## config.mk

```make
export PLATFORM = sky130hd
export DESIGN_NAME = pcs_errsec_monitor
export DESIGN_NICKNAME = d
export VERILOG_FILES = /design/src/rtl/pcs_esm_pkg.sv /design/src/rtl/pcs_esm_classify.sv /design/src/rtl/pcs_esm_seccnt.sv /design/src/rtl/pcs_esm_ber.sv /design/src/rtl/pcs_errsec_monitor.sv
export SDC_FILE = /design/constraint.sdc
export NUM_CORES = 1
export LEC_CHECK = 0
export CAP_MARGIN = 20
export CORE_MARGIN = 5
export CORE_UTILIZATION = 58
export DETAILED_ROUTE_END_ITERATION = 8
export DONT_BUFFER_PORTS = 1
export PLACE_DENSITY = 0.74
export SLEW_MARGIN = 0
export SYNTH_ARGS = -nofsm -noshare
export SYNTH_HDL_FRONTEND = slang
export SYNTH_SLANG_ARGS = --single-unit
```

## constraint.sdc

```tcl
create_clock -name clk -period 6.5 [get_ports clk]
set_input_delay 1.3 -clock clk [delete_from_list [all_inputs] [get_ports clk]]
set_output_delay 1.3 -clock clk [all_outputs]
set_load 0.01 [all_outputs]
```

## src/rtl/pcs_esm_pkg.sv

```systemverilog
package pcs_esm_pkg;

  localparam logic [1:0] SH_DATA = 2'b01;
  localparam logic [1:0] SH_CTRL = 2'b10;

  localparam int unsigned NUM_CAT = 2;
  localparam int unsigned CAT_HDR = 0;
  localparam int unsigned CAT_FMT = 1;

  typedef enum logic [1:0] {
    KIND_DATA   = 2'd0,
    KIND_CTRL   = 2'd1,
    KIND_BADHDR = 2'd2,
    KIND_BADFMT = 2'd3
  } blk_kind_e;

  function automatic logic type_is_legal(input logic [7:0] t);
    logic ok;
    case (t)
      8'h1E, 8'h2D, 8'h33, 8'h4B, 8'h55,
      8'h66, 8'h78, 8'h87, 8'h99, 8'hAA,
      8'hB4, 8'hCC, 8'hD2, 8'hE1, 8'hFF: ok = 1'b1;
      default:                           ok = 1'b0;
    endcase
    return ok;
  endfunction

endpackage

```

## src/rtl/pcs_esm_classify.sv

```systemverilog
module pcs_esm_classify
  import pcs_esm_pkg::*;
#(
  parameter int unsigned BLK_W = 66
) (
  input  logic             clk,
  input  logic             rst_n,
  input  logic             blk_valid,
  input  logic [BLK_W-1:0] blk_data,
  output logic             hdr_fault_c,
  output logic             fmt_fault_c,
  output logic             hdr_stb_q,
  output logic             fmt_stb_q
);

  localparam int unsigned HDR_HI  = BLK_W - 1;
  localparam int unsigned HDR_LO  = BLK_W - 2;
  localparam int unsigned TYPE_HI = BLK_W - 3;
  localparam int unsigned TYPE_LO = BLK_W - 10;

  logic [1:0] sh;
  logic [7:0] ty;
  blk_kind_e  kind;
  logic       hdr_stb_d;
  logic       fmt_stb_d;

  always_comb begin
    sh = blk_data[HDR_HI:HDR_LO];
    ty = blk_data[TYPE_HI:TYPE_LO];
    if (sh == SH_DATA) begin
      kind = KIND_DATA;
    end else if (sh == SH_CTRL) begin
      kind = type_is_legal(ty) ? KIND_CTRL : KIND_BADFMT;
    end else begin
      kind = KIND_BADHDR;
    end
    hdr_fault_c = blk_valid && (kind == KIND_BADHDR);
    fmt_fault_c = blk_valid && (kind == KIND_BADFMT);
    hdr_stb_d   = hdr_fault_c;
    fmt_stb_d   = fmt_fault_c;
  end

  always_ff @(posedge clk or negedge rst_n) begin
    if (!rst_n) begin
      hdr_stb_q <= 1'b0;
      fmt_stb_q <= 1'b0;
    end else begin
      hdr_stb_q <= hdr_stb_d;
      fmt_stb_q <= fmt_stb_d;
    end
  end

endmodule

```

## src/rtl/pcs_esm_seccnt.sv

```systemverilog
module pcs_esm_seccnt #(
  parameter int unsigned CNT_W = 16
) (
  input  logic             clk,
  input  logic             rst_n,
  input  logic             tick,
  input  logic             clr,
  input  logic             fault_c,
  input  logic             valid_c,
  output logic [CNT_W-1:0] cnt_q
);

  localparam logic [CNT_W-1:0] CNT_MAX = '1;

  logic             sticky_q, sticky_d;
  logic             seen_q, seen_d;
  logic [CNT_W-1:0] cnt_d;
  logic             cnt_en;
  logic             win_bad;

  always_comb begin
    win_bad  = sticky_q || !seen_q;
    sticky_d = sticky_q || fault_c;
    seen_d   = seen_q || valid_c;
    cnt_d    = cnt_q;
    if (tick) begin
      // the block on the tick cycle opens the next window
      sticky_d = fault_c;
      seen_d   = valid_c;
      if (win_bad && (cnt_q != CNT_MAX)) begin
        cnt_d = cnt_q + 1'b1;
      end
    end
    if (clr) begin
      cnt_d = '0;
    end
    cnt_en = tick || clr;
  end

  always_ff @(posedge clk or negedge rst_n) begin
    if (!rst_n) begin
      sticky_q <= 1'b0;
      seen_q   <= 1'b0;
    end else begin
      sticky_q <= sticky_d;
      seen_q   <= seen_d;
    end
  end

  always_ff @(posedge clk or negedge rst_n) begin
    if (!rst_n) begin
      cnt_q <= '0;
    end else if (cnt_en) begin
      cnt_q <= cnt_d;
    end
  end

endmodule

```

## src/rtl/pcs_esm_ber.sv

```systemverilog
module pcs_esm_ber #(
  parameter int unsigned BER_WIN    = 19531,
  parameter int unsigned BER_THRESH = 16
) (
  input  logic clk,
  input  logic rst_n,
  input  logic valid_c,
  input  logic hdr_fault_c,
  output logic hi_ber_q
);

  localparam int unsigned IDX_W = (BER_WIN > 1) ? $clog2(BER_WIN) : 1;
  localparam int unsigned FC_W  = $clog2(BER_WIN + 1);
  localparam logic [IDX_W-1:0] IDX_LAST = IDX_W'(BER_WIN - 1);
  localparam logic [FC_W-1:0]  THR      = FC_W'(BER_THRESH);

  logic [IDX_W-1:0] idx_q, idx_d;
  logic [FC_W-1:0]  fcnt_q, fcnt_d;
  logic [FC_W-1:0]  total;
  logic             hi_ber_d;
  logic             last_blk;

  always_comb begin
    total    = fcnt_q + FC_W'(hdr_fault_c);
    last_blk = (idx_q == IDX_LAST);
    idx_d    = idx_q;
    fcnt_d   = fcnt_q;
    hi_ber_d = hi_ber_q;
    if (valid_c) begin
      if (last_blk) begin
        idx_d    = '0;
        fcnt_d   = '0;
        hi_ber_d = (total >= THR);
      end else begin
        idx_d  = idx_q + 1'b1;
        fcnt_d = total;
      end
    end
  end

  always_ff @(posedge clk or negedge rst_n) begin
    if (!rst_n) begin
      idx_q    <= '0;
      fcnt_q   <= '0;
      hi_ber_q <= 1'b0;
    end else if (valid_c) begin
      idx_q    <= idx_d;
      fcnt_q   <= fcnt_d;
      hi_ber_q <= hi_ber_d;
    end
  end

endmodule

```

## src/rtl/pcs_errsec_monitor.sv

```systemverilog
module pcs_errsec_monitor
  import pcs_esm_pkg::*;
#(
  parameter int unsigned CNT_W      = 16,
  parameter int unsigned BER_WIN    = 19531,
  parameter int unsigned BER_THRESH = 16
) (
  input  logic             clk,
  input  logic             rst_n,
  input  logic             blk_valid,
  input  logic [65:0]      blk_data,
  input  logic             sec_tick,
  input  logic             err_clear,
  output logic             hdr_err_o,
  output logic             fmt_err_o,
  output logic             hi_ber_o,
  output logic [CNT_W-1:0] hdr_err_secs,
  output logic [CNT_W-1:0] fmt_err_secs
);

  logic [1:0]       rst_sync_q;
  logic             rst_core_n;
  logic             hdr_fault_c;
  logic             fmt_fault_c;
  logic [NUM_CAT-1:0] cat_fault;
  logic [CNT_W-1:0] cat_cnt [NUM_CAT];

  always_ff @(posedge clk or negedge rst_n) begin
    if (!rst_n) begin
      rst_sync_q <= 2'b00;
    end else begin
      rst_sync_q <= {rst_sync_q[0], 1'b1};
    end
  end
  assign rst_core_n = rst_sync_q[1];

  pcs_esm_classify #(.BLK_W(66)) u_classify (
    .clk         (clk),
    .rst_n       (rst_core_n),
    .blk_valid   (blk_valid),
    .blk_data    (blk_data),
    .hdr_fault_c (hdr_fault_c),
    .fmt_fault_c (fmt_fault_c),
    .hdr_stb_q   (hdr_err_o),
    .fmt_stb_q   (fmt_err_o)
  );

  assign cat_fault[CAT_HDR] = hdr_fault_c;
  assign cat_fault[CAT_FMT] = fmt_fault_c;

  for (genvar g = 0; g < NUM_CAT; g++) begin : g_cat
    pcs_esm_seccnt #(.CNT_W(CNT_W)) u_seccnt (
      .clk     (clk),
      .rst_n   (rst_core_n),
      .tick    (sec_tick),
      .clr     (err_clear),
      .fault_c (cat_fault[g]),
      .valid_c (blk_valid),
      .cnt_q   (cat_cnt[g])
    );
  end

  assign hdr_err_secs = cat_cnt[CAT_HDR];
  assign fmt_err_secs = cat_cnt[CAT_FMT];

  pcs_esm_ber #(
    .BER_WIN    (BER_WIN),
    .BER_THRESH (BER_THRESH)
  ) u_ber (
    .clk         (clk),
    .rst_n       (rst_core_n),
    .valid_c     (blk_valid),
    .hdr_fault_c (hdr_fault_c),
    .hi_ber_q    (hi_ber_o)
  );

endmodule

```

---- After elaboration in Yosys (flattened, before gate mapping) ----
Index checks and enable logic that the tools add are counted.
cells by class
  mux-type cells .......................... 18
  $lt $le $gt $ge ......................... 1
  equal/unequal tests ..................... 22
  add/subtract/negate cells ............... 4
  reductions and logical operators ........ 20
operator list
  operator               number
  $mux 16                6
  $eq 8x8->1 const B     8
  $add 16x1->16 const B  2
  $eq 8x7->1 const B     4
  $ne 16x16->1 const B   2
  $mux 15                2
  $eq 8x6->1 const B     2
  $add 15x1->15          1
  $add 15x1->15 const B  1
  $eq 15x15->1 const B   1
  $ge 15x5->1 const B    1
  $reduce_or 15->1       1
  $eq 8x5->1 const B     1
  $logic_or 1x1->1       7
  $mux 1                 7
  $eq 2x2->1 const B     3
  $mux 2                 3
  $reduce_and 3->1       2
  $reduce_bool 2->1      3
  $logic_and 1x1->1      4
  $eq 2x1->1 const B     1
  $logic_not 1->1        2
  $reduce_and 2->1       1
word-level totals
  word-level logic and storage cells ...... 77
  output and inout bits ................... 35
  flip-flop bits (word level) ............. 71

---- Logic depth before layout (Yosys ltp) ----
  word-level depth ........................ 12
  depth in mapped cells ................... 10

---- Cells and area by module ----
From an unflattened synthesis, not the netlist that was laid out.
unflattened totals
  cells, all modules ...................... 456
  area, all modules ....................... 4251.6 um^2
by module, submodules not included
  module              area each (um^2)  cells an instance  times used
  pcs_esm_seccnt      1023.5            107                2
  pcs_esm_ber         1764.2            191                1
  pcs_esm_classify    386.6             48                 1
  pcs_errsec_monitor  53.8              3                  1

---- Worst setup path before layout ----
No wires, ideal clock.
  kind .................................... input to register
  start point ............................. in blk_data[64]
  end point ............................... reg u_ber.hi_ber_q
  setup slack ............................. 3177 ps
  path buffers ............................ 0
  stages on the path ...................... 10
  required time ........................... 6367 ps
  data arrival time ....................... 3190 ps
  path through ............................ inv_1 -> ha_1 -> and2_1 -> ha_1 -> ha_1 -> nand4_1 -> o21ai_0 -> nand4_1 -> a2111oi_2 -> a31oi_1
on the way
  word-level cells in the longest chain between the ends .. 7
  elaborated cells on any way between the ends .. 8
ends and longest elaborated chain
  what                                 line                      text
  start: declaration                   pcs_errsec_monitor.sv:11  input logic [65:0] blk_data,
  $eq 2x2->1                           pcs_esm_classify.sv:32    end else if (sh == SH_CTRL) begin
  $mux 2                               pcs_esm_classify.sv:32
  $mux 2 (*)                           pcs_esm_classify.sv:30    if (sh == SH_DATA) begin
  $eq 2x2->1 (*)                       pcs_esm_classify.sv:37    hdr_fault_c = blk_valid && (kind == KIND_BADHDR);
  $logic_and 1x1->1 (*)                pcs_esm_classify.sv:37
  named net g_cat[0].u_seccnt.fault_c  pcs_esm_seccnt.sv:8       input logic fault_c,
  $add 15x1->15 (*)                    pcs_esm_ber.sv:24         total = fcnt_q + FC_W'(hdr_fault_c);
  $ge 15x5->1 (*)                      pcs_esm_ber.sv:33         hi_ber_d = (total >= THR);
  end signal: assignment               pcs_esm_ber.sv:49         hi_ber_q <= hi_ber_d;
  end: declaration                     pcs_esm_ber.sv:9          output logic hi_ber_q
The timed path passes the listed nets; every way through them passes the cells marked *.
A chain may end at the register's enable or synchronous reset.

---- Worst setup path in the final report ----
Ends and elaborated chain as after synthesis.

==> impl_metrics.yaml <==
grt:
  antenna_found_initial: 0
  grt_overflow: 0
  grt_max_degree: 70
  grt_pass1_vias: 3152
  grt_use_total_pct: 20.5
  grt_pass1_wl_um: 14500
place:
  pre_cts_ws_ns: 2.78
  place_hpwl_um: 5580
  gp_congestion: 0.864
  port_buffers: 0
yosys:
  yosysSeqAreaShare_pct: 44.2
  ys_async_sr_fraction_pct: 100
  synth_warnings: 0
  ys.flop_type: "dfrtp_1"
  synth_edf_count: 0
  synthesis.area_um2: 4020
  ys_ff_latch: 71
  avgSynthCellArea_um2: 9.21
  synthCells: 437
  syn_nets: 517
  ys_types: 51
worst_setup_path:
  path_cells: "inv_1 -> ha_1 -> and2_1 -> ha_1 -> ha_1 -> nand4_1 -> o21ai_0 -> nand4_1 -> a2111oi_2 -> a31oi_1"
  end_kind: "register"
  critical_path_buf_inv_count: 1
  cp.required_ns: 6.70
  worstPathMaxFanout: 10
  path_class: "in2reg"
  crit_family: "compound AO/OA/AOI/OAI gates"
  cpMostUsedCell: "ha_1"
  worst_ep_arrival_time_ns: 3.65
  start_kind: "primary input"
  crit_path_top_delay_cell: "a2111oi_2"
  cpPeakStageDelay_ns: 0.43
detailed_routing:
  drc: 0
  via_per_inst: 6.30
  drt_iter0_drc: 136
  via_count: 3272
  wire_per_inst_um: 15.9
  drt-pass1-iter-count: 4
  postRouteAntennaNets: 0
  drt_wl_total_um: 8250
layout:
  syn2layout_area_growth_pct: 5.94
  layout_common_cells: "70 x dfrtp_1, 48 x nor2_1, 42 x nand2_1, 33 x o21ai_0, 20 x nand4_1"
  final_core_util_pct: 63.1
  antennaDiodeCount: 0
  final_common_cell: "dfrtp_1"
  drive_gt1_share_pct: 5.01
  fin_nets: 514
clock_tree:
  ctsHoldBuffers: 0
  clk_latency_ns: 0.34
  clkTransAtPathRegs_ns: 0.07
  cts_sinks: 71
  cts.path.max_buffers: 2
  cts_tree: "built"
  post_cts_buffers: 0
  ctsResizeCount: 0
  ctsRootBufferMaster: "clkbuf_8"
  cts_inserted_buffers: 9
  htree_levels: 3
sta:
  finalHoldViolations: 0
  drv_slew: 0
  rsz0062_at_grt: "false"
  finalSetupViolCount: 0
  skew_ns: 0.0135
  setup_ws_ns: 3.05
  period_needed_ns: 3.45
  slew_headroom_pct: 41.7
  fin_setup_tns_ns: 0
  period_share_pct: 53.1
  worst_slew_pin_slew_ns: 0.866
  clock.fmax_mhz: 290
floorplanning:
  die-area_um2: 8700
  die_w_um: 93.3
  start_util_pct: 59.5
  rows: 30
  die_h_um: 93.3
  ios: 106
  coreArea_um2: 6760
run_status:
  status: "finished, final reports clean"
power_and_ir_drop:
  power.density_nw_per_um2: 220
  p_leak_nw: 1.76
  vdd_drop_max_uv: 160
flow_run:
  cap_viol_max_count: 0
worst_hold_path:
  worstHoldPathType: "reg2reg"
cell usage after synthesis, types with 9 or more instances:
| cell type | count | area (µm²) |
|---|---|---|
| nor2_1 | 48 | 180 |
| clkbuf_1 | 12 | 45.0 |
| xnor2_1 | 17 | 149 |
| nand3_1 | 19 | 95.1 |
| ha_1 | 9 | 113 |
| nand2_1 | 42 | 158 |
| dfrtp_1 | 71 | 1780 |
| and3_1 | 10 | 62.6 |
| nor3_1 | 11 | 55.1 |
| o21ai_0 | 33 | 165 |
| xor2_1 | 19 | 166 |
| nand4_1 | 20 | 125 |
| a21oi_1 | 9 | 45.0 |
| inv_1 | 13 | 48.8 |
through the flow:
step | power, mW | hold WS, ns | cell area (µm²) | instances
after CTS | 0.947 | 0.354 | 4260 | 519
after floorplan | 0.579 | 0.331 | 4020 | 437
after detailed placement | 0.599 | 0.339 | 4070 | 503
after global routing | 0.988 | 0.357 | 4260 | 519
after global placement | 0.592 | 0.337 | 4070 | 503
final | 0.937 | 0.351 | 4260 | 519
sequential cells by signal (all words and copies together), names as in the netlist:
| register | cells |
|---|---|
| g_cat.u_seccnt.sticky_q | 2 |
| u_ber.hi_ber_q | 1 |
| rst_sync_q | 2 |
| u_classify.fmt_stb_q | 1 |
| g_cat.u_seccnt.cnt_q | 32 |
| u_ber.fcnt_q | 15 |
| u_ber.idx_q | 15 |
| u_classify.hdr_stb_q | 1 |
| g_cat.u_seccnt.seen_q | 2 |
cells by family after synthesis:
kind of cell / count (synthesis) / synth area share [%]
adders and majority gates: 9 / 2.80
muxes: 4 / 0.995
xor gates and xnor gates: 36 / 7.84
other: 1 / 0.0932
AOI/OAI and AO/OA: 82 / 13.2
and+or+nand+nor: 205 / 28.0
DFF: 71 / 44.2
buffers and inverters: 29 / 2.92
per-layer routing:
layer	share of wire, %	global-route usage [%]	wire length (µm)	up-vias
met5	0	0	0	-
met4	0.96	6.96	79	0
met3	4.9	5.71	406	7
met2	49	32.9	4020	65
met1	45	26.5	3740	1615
li1	-	-	-	1585
path summary, 6_finish.rpt:
kind / from / endpoint / slack, ns / depth (start not counted)
setup / recovery: blk_data[64] / u_ber.hi_ber_q / 3.05 / 10
hold / removal: rst_sync_q[0] / rst_sync_q[1] / 0.35 / 0
setup reg to reg: u_ber.fcnt_q[0] / u_ber.hi_ber_q / 4.15 / 7
hold reg to reg: rst_sync_q[0] / rst_sync_q[1] / 0.35 / 0
max in group asynchronous: rst_sync_q[1] / g_cat[1].u_seccnt.cnt_q[13] / 5.50 / 1
min in group asynchronous: rst_sync_q[1] / u_ber.fcnt_q[13] / 0.44 / 1
where the power goes:
part	switching [mW]	internal [mW]
Clock	0.159	0.188
Combinational	0.0423	0.0359
Sequential	0.0393	0.473
area by class of cell:
type	count	area, µm²
repair buffers	2	15.0
flip-flops and latches	71	1780
clock inverters	3	42.5
multi-input cells	337	2130
well taps	80	100
clock buffers	13	149
fillers	553	2490
inverters	13	48.8
Power figures use the tool's default switching activity.
